==> src/rtl/ldst_seq_pkg.sv <==
package ldst_seq_pkg;

   typedef enum logic [2:0] {
      SQ_IDLE    = 3'd0,
      SQ_ARM     = 3'd1,
      SQ_ADDR    = 3'd2,
      SQ_LDWAIT  = 3'd3,
      SQ_STPULSE = 3'd4,
      SQ_STDRAIN = 3'd5,
      SQ_DONE    = 3'd6
   } seq_state_e;

   // States in which a request is presented on the port
   function automatic logic state_has_req(input seq_state_e s);
      return (s == SQ_ADDR) || (s == SQ_LDWAIT) ||
             (s == SQ_STPULSE) || (s == SQ_STDRAIN);
   endfunction

endpackage

==> src/rtl/ldst_seq_cmd_hold.sv <==
module ldst_seq_cmd_hold #(
   parameter int ADDR_W = 48,
   parameter int DATA_W = 64
) (
   input  logic              clk_i,
   input  logic              rst_ni,
   input  logic              take_i,
   input  logic              store_i,
   input  logic [ADDR_W-1:0] addr_i,
   input  logic [DATA_W-1:0] data_i,
   output logic              store_o,
   output logic [ADDR_W-1:0] addr_o,
   output logic [DATA_W-1:0] data_o
);

   always_ff @(posedge clk_i) begin
      if (!rst_ni) begin
         store_o <= 1'b0;
         addr_o  <= '0;
         data_o  <= '0;
      end else if (take_i) begin
         store_o <= store_i;
         addr_o  <= addr_i;
         data_o  <= data_i;
      end
   end

endmodule

==> src/rtl/ldst_seq_fsm.sv <==
module ldst_seq_fsm
   import ldst_seq_pkg::*;
(
   input  logic       clk_i,
   input  logic       rst_ni,
   input  logic       kill_i,
   input  logic       start_i,
   input  logic       store_i,
   input  logic       busy_i,
   input  logic       ack_i,
   input  logic       exc_i,
   input  logic       ld_vld_i,
   output seq_state_e state_o,
   output logic       take_cmd_o,
   output logic       take_ld_o,
   output logic       take_exc_o
);

   seq_state_e nxt;

   always_comb begin
      nxt        = state_o;
      take_cmd_o = 1'b0;
      take_ld_o  = 1'b0;
      take_exc_o = 1'b0;
      unique case (state_o)
         SQ_IDLE: begin
            if (start_i) begin
               nxt        = SQ_ARM;
               take_cmd_o = 1'b1;
            end
         end
         SQ_ARM: begin
            if (!busy_i) nxt = SQ_ADDR;
         end
         SQ_ADDR: begin
            if (exc_i) begin
               nxt        = SQ_DONE;
               take_exc_o = 1'b1;
            end else if (ack_i) begin
               nxt = store_i ? SQ_STPULSE : SQ_LDWAIT;
            end
         end
         SQ_LDWAIT: begin
            if (ld_vld_i) begin
               nxt       = SQ_DONE;
               take_ld_o = 1'b1;
            end
         end
         SQ_STPULSE: nxt = SQ_STDRAIN;
         SQ_STDRAIN: begin
            if (!busy_i) nxt = SQ_DONE;
         end
         SQ_DONE: nxt = SQ_IDLE;
         default: nxt = SQ_IDLE;
      endcase
      if (kill_i) begin
         nxt        = SQ_IDLE;
         take_cmd_o = 1'b0;
         take_ld_o  = 1'b0;
         take_exc_o = 1'b0;
      end
   end

   always_ff @(posedge clk_i) begin
      if (!rst_ni) state_o <= SQ_IDLE;
      else         state_o <= nxt;
   end

endmodule

==> src/rtl/ldst_seq_result.sv <==
module ldst_seq_result #(
   parameter int DATA_W = 64
) (
   input  logic              clk_i,
   input  logic              rst_ni,
   input  logic              clear_i,
   input  logic              take_ld_i,
   input  logic              take_exc_i,
   input  logic [DATA_W-1:0] ld_data_i,
   output logic [DATA_W-1:0] rdata_o,
   output logic              exc_o
);

   always_ff @(posedge clk_i) begin
      if (!rst_ni) begin
         rdata_o <= '0;
         exc_o   <= 1'b0;
      end else if (clear_i) begin
         rdata_o <= '0;
         exc_o   <= 1'b0;
      end else begin
         if (take_ld_i)  rdata_o <= ld_data_i;
         if (take_exc_i) exc_o   <= 1'b1;
      end
   end

endmodule

==> src/rtl/ldst_req_seq.sv <==
module ldst_req_seq
   import ldst_seq_pkg::*;
#(
   parameter int ADDR_W         = 48,
   parameter int DATA_W         = 64,
   parameter bit ZERO_IDLE_DATA = 1'b1
) (
   input  logic              clk_i,
   input  logic              rst_ni,
   input  logic              kill_i,
   input  logic              cmd_start_i,
   input  logic              cmd_store_i,
   input  logic [ADDR_W-1:0] cmd_addr_i,
   input  logic [DATA_W-1:0] cmd_wdata_i,
   output logic              cmd_ready_o,
   output logic              done_o,
   output logic              exc_o,
   output logic [DATA_W-1:0] rdata_o,
   output logic              port_ld_req_o,
   output logic              port_st_req_o,
   output logic              port_addr_vld_o,
   output logic [ADDR_W-1:0] port_addr_o,
   output logic              port_st_vld_o,
   output logic [DATA_W-1:0] port_st_data_o,
   input  logic              port_busy_i,
   input  logic              port_addr_ack_i,
   input  logic              port_addr_exc_i,
   input  logic              port_ld_vld_i,
   input  logic [DATA_W-1:0] port_ld_data_i
);

   localparam int STATE_W = $bits(seq_state_e);

   if (ADDR_W < 1 || ADDR_W > 64) begin : g_bad_addr_w
      $error("ldst_req_seq: ADDR_W must lie in 1..64");
   end
   if (DATA_W < 1 || DATA_W > 512) begin : g_bad_data_w
      $error("ldst_req_seq: DATA_W must lie in 1..512");
   end
   if (STATE_W != 3) begin : g_bad_state_w
      $error("ldst_req_seq: state encoding width changed");
   end

   seq_state_e        state;
   logic              take_cmd, take_ld, take_exc;
   logic              hold_store;
   logic [ADDR_W-1:0] hold_addr;
   logic [DATA_W-1:0] hold_data;
   logic              req_open;

   ldst_seq_fsm u_fsm (
      .clk_i      (clk_i),
      .rst_ni     (rst_ni),
      .kill_i     (kill_i),
      .start_i    (cmd_start_i),
      .store_i    (hold_store),
      .busy_i     (port_busy_i),
      .ack_i      (port_addr_ack_i),
      .exc_i      (port_addr_exc_i),
      .ld_vld_i   (port_ld_vld_i),
      .state_o    (state),
      .take_cmd_o (take_cmd),
      .take_ld_o  (take_ld),
      .take_exc_o (take_exc)
   );

   ldst_seq_cmd_hold #(
      .ADDR_W (ADDR_W),
      .DATA_W (DATA_W)
   ) u_hold (
      .clk_i   (clk_i),
      .rst_ni  (rst_ni),
      .take_i  (take_cmd),
      .store_i (cmd_store_i),
      .addr_i  (cmd_addr_i),
      .data_i  (cmd_wdata_i),
      .store_o (hold_store),
      .addr_o  (hold_addr),
      .data_o  (hold_data)
   );

   ldst_seq_result #(
      .DATA_W (DATA_W)
   ) u_res (
      .clk_i      (clk_i),
      .rst_ni     (rst_ni),
      .clear_i    (take_cmd | kill_i),
      .take_ld_i  (take_ld),
      .take_exc_i (take_exc),
      .ld_data_i  (port_ld_data_i),
      .rdata_o    (rdata_o),
      .exc_o      (exc_o)
   );

   assign req_open        = state_has_req(state);
   assign cmd_ready_o     = (state == SQ_IDLE);
   assign done_o          = (state == SQ_DONE);
   assign port_ld_req_o   = req_open & ~hold_store;
   assign port_st_req_o   = req_open &  hold_store;
   assign port_addr_vld_o = req_open;
   assign port_st_vld_o   = (state == SQ_STPULSE);

   if (ZERO_IDLE_DATA) begin : g_gated_bus
      assign port_addr_o    = req_open      ? hold_addr : '0;
      assign port_st_data_o = port_st_vld_o ? hold_data : '0;
   end else begin : g_raw_bus
      assign port_addr_o    = hold_addr;
      assign port_st_data_o = hold_data;
   end

endmodule

==> config.mk <==
export PLATFORM = sky130hd
export DESIGN_NAME = ldst_req_seq
export DESIGN_NICKNAME = d
export VERILOG_FILES = /design/src/rtl/ldst_seq_pkg.sv /design/src/rtl/ldst_seq_cmd_hold.sv /design/src/rtl/ldst_seq_fsm.sv /design/src/rtl/ldst_seq_result.sv /design/src/rtl/ldst_req_seq.sv
export SDC_FILE = /design/constraint.sdc
export NUM_CORES = 1
export LEC_CHECK = 0
export CORE_AREA = 2 2 143 145
export DETAILED_ROUTE_END_ITERATION = 10
export DIE_AREA = 0 0 145 147
export PLACE_DENSITY_LB_ADDON = 0.3
export SETUP_SLACK_MARGIN = 0.2
export SKIP_CTS_REPAIR_TIMING = 1
export SLEW_MARGIN = 20
export SYNTH_ARGS = -nofsm -noshare
export SYNTH_HDL_FRONTEND = slang
export SYNTH_SLANG_ARGS = --single-unit
==> constraint.sdc <==
create_clock -name clk_i -period 2.4 [get_ports clk_i]
set_input_delay 0.24 -clock clk_i [delete_from_list [all_inputs] [get_ports clk_i]]
set_output_delay 0.24 -clock clk_i [all_outputs]
set_load 0.02 [all_outputs]
== After elaboration in Yosys (flattened, before gate mapping) ==
Index checks and enable logic that the tools add are counted.

* Reductions and logical operators: 7
* Equality and inequality tests: 11
* Bitwise logic cells: 5
* Multiplexer cells: 19

{| class="wikitable"
|+ Operators by type and width
! operator !! count
|-
| 2-to-1 mux 64 bit || 1
|-
| 2-to-1 mux 48 bit || 1
|-
| 2-to-1 mux 3 bit || 7
|-
| one-hot mux 3 bit (6 select lines) || 1
|-
| == test 3 bit, second input constant || 3
|-
| 2-to-1 mux 1 bit || 9
|-
| inequality test 2 bit, second input constant || 4
|-
| == test 3 x 2 -> 1 bit, second input constant || 2
|-
| AND reduction 5 bit || 1
|-
| OR reduction 2 bit || 2
|-
| == test 3 x 1 -> 1 bit, second input constant || 1
|-
| logical NOT 3 bit || 1
|-
| logical OR 1 bit || 3
|-
| inequality test 3 bit, second input constant || 1
|-
| bitwise AND 1 bit || 2
|-
| NOT 1 bit || 2
|-
| OR 1 bit || 1
|}

* Word-level logic and storage cells: 48
* Output and inout port bits: 183
* Flip-flop bits (word level): 181
* Input port bits: 185

== Longest topological paths before layout ==
* Word-level depth: 5
* Depth in mapped cells: 8
* Depth with buffers taken out: 4

== Hierarchy ==
Synthesis repeated with hierarchy kept, for this count alone.

* Cells, all modules: 740
* Area total of the unflattened synthesis: 7722.4 µm²

{| class="wikitable"
|+ Modules (own cells, without submodules)
! module !! cells an instance !! instances !! area each (µm²) !! sequential area each (µm²)
|-
| ldst_seq_cmd_hold || 364 || 1 || 4304.1 || 2262.2
|-
| ldst_seq_result || 210 || 1 || 2331.0 || 1301.2
|-
| ldst_req_seq || 139 || 1 || 878.3 || 0.0
|-
| ldst_seq_fsm || 27 || 1 || 209.0 || 60.1
|}

== Least setup slack after synthesis ==
OpenSTA, ideal clock, no wires.

* Kind: reg-to-reg
* From: register u_fsm.state_o[2]
* To: register u_hold.addr_o[23]
* Data required time: 2.326 ns
* Slack: 0.700 ns
* Data arrival time: 1.626 ns
* Clock period less this slack: 1.700 ns
* Setup time: 0.074 ns
* Cell stages (with the launch flop): 9
* Buffers on the path: 4
* Cell sequence: dfxtp_1 > buf_6 > or4b_4 > nor2_8 > buf_6 > buf_8 > buf_6 > nand3_1 > o21ai_0

* Longest elaborated chain between the ends: 3

{| class="wikitable"
|+ Ends and longest elaborated chain
! what !! RTL line !! RTL
|-
| from (decl) || ldst_seq_fsm.sv:13 || <nowiki>output seq_state_e state_o,</nowiki>
|-
| from (signal assigned) || ldst_seq_fsm.sv:67 || <nowiki>else state_o <= nxt;</nowiki>
|-
| logical NOT 3 bit || ldst_seq_fsm.sv:26 || <nowiki>unique case (state_o)</nowiki>
|-
| 2-to-1 mux 1 bit || ldst_seq_fsm.sv:26 ||
|-
| 2-to-1 mux 1 bit || ldst_seq_fsm.sv:57 || <nowiki>if (kill_i) begin</nowiki>
|-
| to (signal assigned) || ldst_seq_cmd_hold.sv:23 || <nowiki>addr_o <= addr_i;</nowiki>
|-
| to (decl) || ldst_seq_cmd_hold.sv:12 || <nowiki>output logic [ADDR_W-1:0] addr_o,</nowiki>
|}

Every way passes these cells.
A chain may end at the register's enable or synchronous reset.

== Final worst setup path ==
* From: register u_fsm.state_o[1]
* To: output port_st_data_o[27]

* Longest elaborated chain between the ends: 2

{| class="wikitable"
|+ Ends and longest elaborated chain
! what !! RTL line !! RTL
|-
| == test 3 bit || ldst_req_seq.sv:101 || <nowiki>assign port_st_vld_o = (state == SQ_STPULSE);</nowiki>
|-
| 2-to-1 mux 64 bit || ldst_req_seq.sv:105 || <nowiki>assign port_st_data_o = port_st_vld_o ? hold_data : '0;</nowiki>
|-
| to (decl) || ldst_req_seq.sv:24 || <nowiki>output logic [DATA_W-1:0] port_st_data_o,</nowiki>
|}

Every way passes these cells.

==> results.toml <==
[cells_and_area]
area_growth_pct = 64.8
fin_util_pct = 60.8
drive_gt1_share_pct = 4.61
seqCellArea_mm2 = 0.00362
layout_commonest_cell = "clkdlybuf4s50_1"
fin_cells = 1552
final_cell_mix = "251 x clkdlybuf4s50_1, 242 x nand2_1, 180 x dfxtp_1"
multi_input_area_mm2 = 0.00332
nNetsFinal = 1452
fillers = 1757

[place]
dp_cells = 1516
dpl_worst_slack_ns = 0.362
place.port_buffers = 367
place.gp.congestion = 0.792
hpwlAfterDp_mm = 16.1

[status]
outcome = "completed"

[die]
die-area_mm2 = 0.0213
rows = 52
initial_core_util_pct = 36.9
pin_count = 368
die_y_um = 147
die_w_um = 145
core_mm2 = 0.0198

[global_routing]
track_usage_pct = 20.4
grt_max_degree = 137
grt_overflow = 0
grt_pass1_wl_mm = 35.1
antenna_found_initial = 3
grt_pass1_vias = 6700

[detailed_routing]
totalWireLength_mm = 23.2
wl_per_cell_um = 14.9
first_pass_iters = 5
vias = 7365
ant_nets = 0
viasPerCell = 4.75
drc = 0
drt_iter0_drc = 335

[yosys]
synthesis.area_mm2 = 0.00733
syn-num-nets = 1131
synth.avg_cell_area_um2 = 7.74
ys_seq_elements = 181
synthCells = 946
yosys_warnings = 0
yosysSeqAreaShare_pct = 49.5
synth_cell_types = 31

[setup_path]
cp.required_ns = 2.16
cp_max_fo = 33
arrival_ns = 1.90
crit_type = "flip-flop to output pin"
crit_path_end_kind = "output pin"
start_kind = "flip-flop"

[clock_network]
cts.path.max_buffers = 2
clk_pin_slew_ns = 0.07
tritoncts = "built"
htreeDepth = 4
root_buffer = "clkbuf_16"
cts_sinks = 181
cts-buffers-inserted = 17
clock_latency_ns = 0.42

[timing]
relSlewSlack_pct = 65.0
worst_slack_ns = 0.264
fmax_mhz = 468
hold_slack_ns = 0.198
timing.final.crit_share_pct = 89.0
tightest_slew_ns = 0.525
final-hold-violation-count = 0
setup_tns_ns = 0
finalClockSkew_ns = 0.0110
layout_min_cycle_time_ns = 2.14
maxSlewViolCount = 0
final-setup-viol-count = 0
grt_setup_unrepaired = "yes"

[power]
seqPwrFrac_pct = 49.1
switching_share_pct = 24.5
max-vdd-ir-drop_v = 0.000450
power_switching_w = 0.00157
p_int_w = 0.00485
p_comb_share_pct = 9.4
power.density_mw_per_mm2 = 532
clkPwrFrac_pct = 41.4
leakagePower_nw = 6.20

[job]
cap_violations = 0

[hold_path]
hold_path.class = "input pin to flip-flop"
## final cells by class
cell class	count	area share [%]
inverters	2	0.0622
flip-flops and latches	181	30.0
repair buffers	386	35.0
clock buffers	19	3.67
multi-input cells	679	27.5
clock inverters	13	0.933
diodes	2	0.0415
well taps	270	2.80
## power by group through the flow
stage                     clock network, W  logic [W]  registers [W]
after CTS                          0.00276   0.000608        0.00315
after detailed placement                 0   0.000605        0.00322
after global routing               0.00287   0.000663        0.00317
after global placement                   0   0.000596        0.00322
after floorplan                          0   0.000249        0.00320
final                              0.00266   0.000606        0.00315
## sequential cells by signal, summed over array words and instances (netlist names)
name,count
u_hold.store_o,1
u_hold.addr_o,48
u_fsm.state_o,3
u_hold.data_o,64
u_res.rdata_o,64
u_res.exc_o,1
## worst max-delay path, cell delays in order, from the launching register on
cell            delay, ns
dfxtp_1              0.32
nand2b_1             0.24
nor2_4               0.20
buf_4                0.14
buf_12               0.16
and2_1               0.14
dlymetal6s2s_1       0.25
## worst paths after layout
kind	slack, ns	end	start	cells after the start
worst min-delay path	0.20	u_hold.data_o[8]$_SDFFE_PN0P_	rst_ni	3
worst max register to register	0.53	u_hold.addr_o[32]$_SDFFE_PN0P_	u_fsm.state_o[2]$_SDFFE_PP0P_	6
worst max-delay path	0.26	port_st_data_o[27]	u_fsm.state_o[1]$_SDFFE_PP0P_	6
worst min register to register	0.45	u_hold.data_o[8]$_SDFFE_PN0P_	u_hold.data_o[8]$_SDFFE_PN0P_	2
## logic make-up after synthesis
kind of cell / synth area share (%)
AND/OR/NAND/NOR: 31.8
flip-flops: 49.5
buffers and inverters: 5.52
AO/OA/AOI/OAI: 13.2
## per-stage QoR
step,cell area (um^2),total power [W]
floorplan,7330,0.00345
global placement,11200,0.00382
detailed placement,11200,0.00383
CTS,11700,0.00652
global route,12100,0.00670
finish,12100,0.00642
## per-layer routing
| metal | wire length, um | track usage [%] | vias up | share of wire (%) |
|---|---|---|---|---|
| met5 | 13 | 0 | - | 0.056 |
| met4 | 462 | 7.97 | 2 | 2.0 |
| met1 | 9130 | 23.9 | 3319 | 39 |
| met3 | 2290 | 8.79 | 31 | 9.9 |
| met2 | 11300 | 33.3 | 258 | 49 |
| li1 | - | - | 3755 | - |
## Yosys cell counts, drive strengths merged
cell type	instances	area [um^2]
or3	1	6.26
or4b	1	13.8
o21ai	113	566
o31a	1	8.76
nand3	114	571
nor3	4	25.0
a21oi	69	345
o41ai	1	8.76
a211oi	1	7.51
inv	2	7.51
nand2b	3	18.8
a311oi	1	8.76
dfxtp	181	3620
and3b	1	8.76
nor2b	2	12.5
nand4b	1	8.76
nor4b	1	8.76
o31ai	1	7.51
and2	113	707
nor2	5	35.0
a221oi	1	8.76
clkbuf	59	224
buf	25	173
o22ai	1	6.26
nand2	244	916
(Power assumes the default switching activity.)
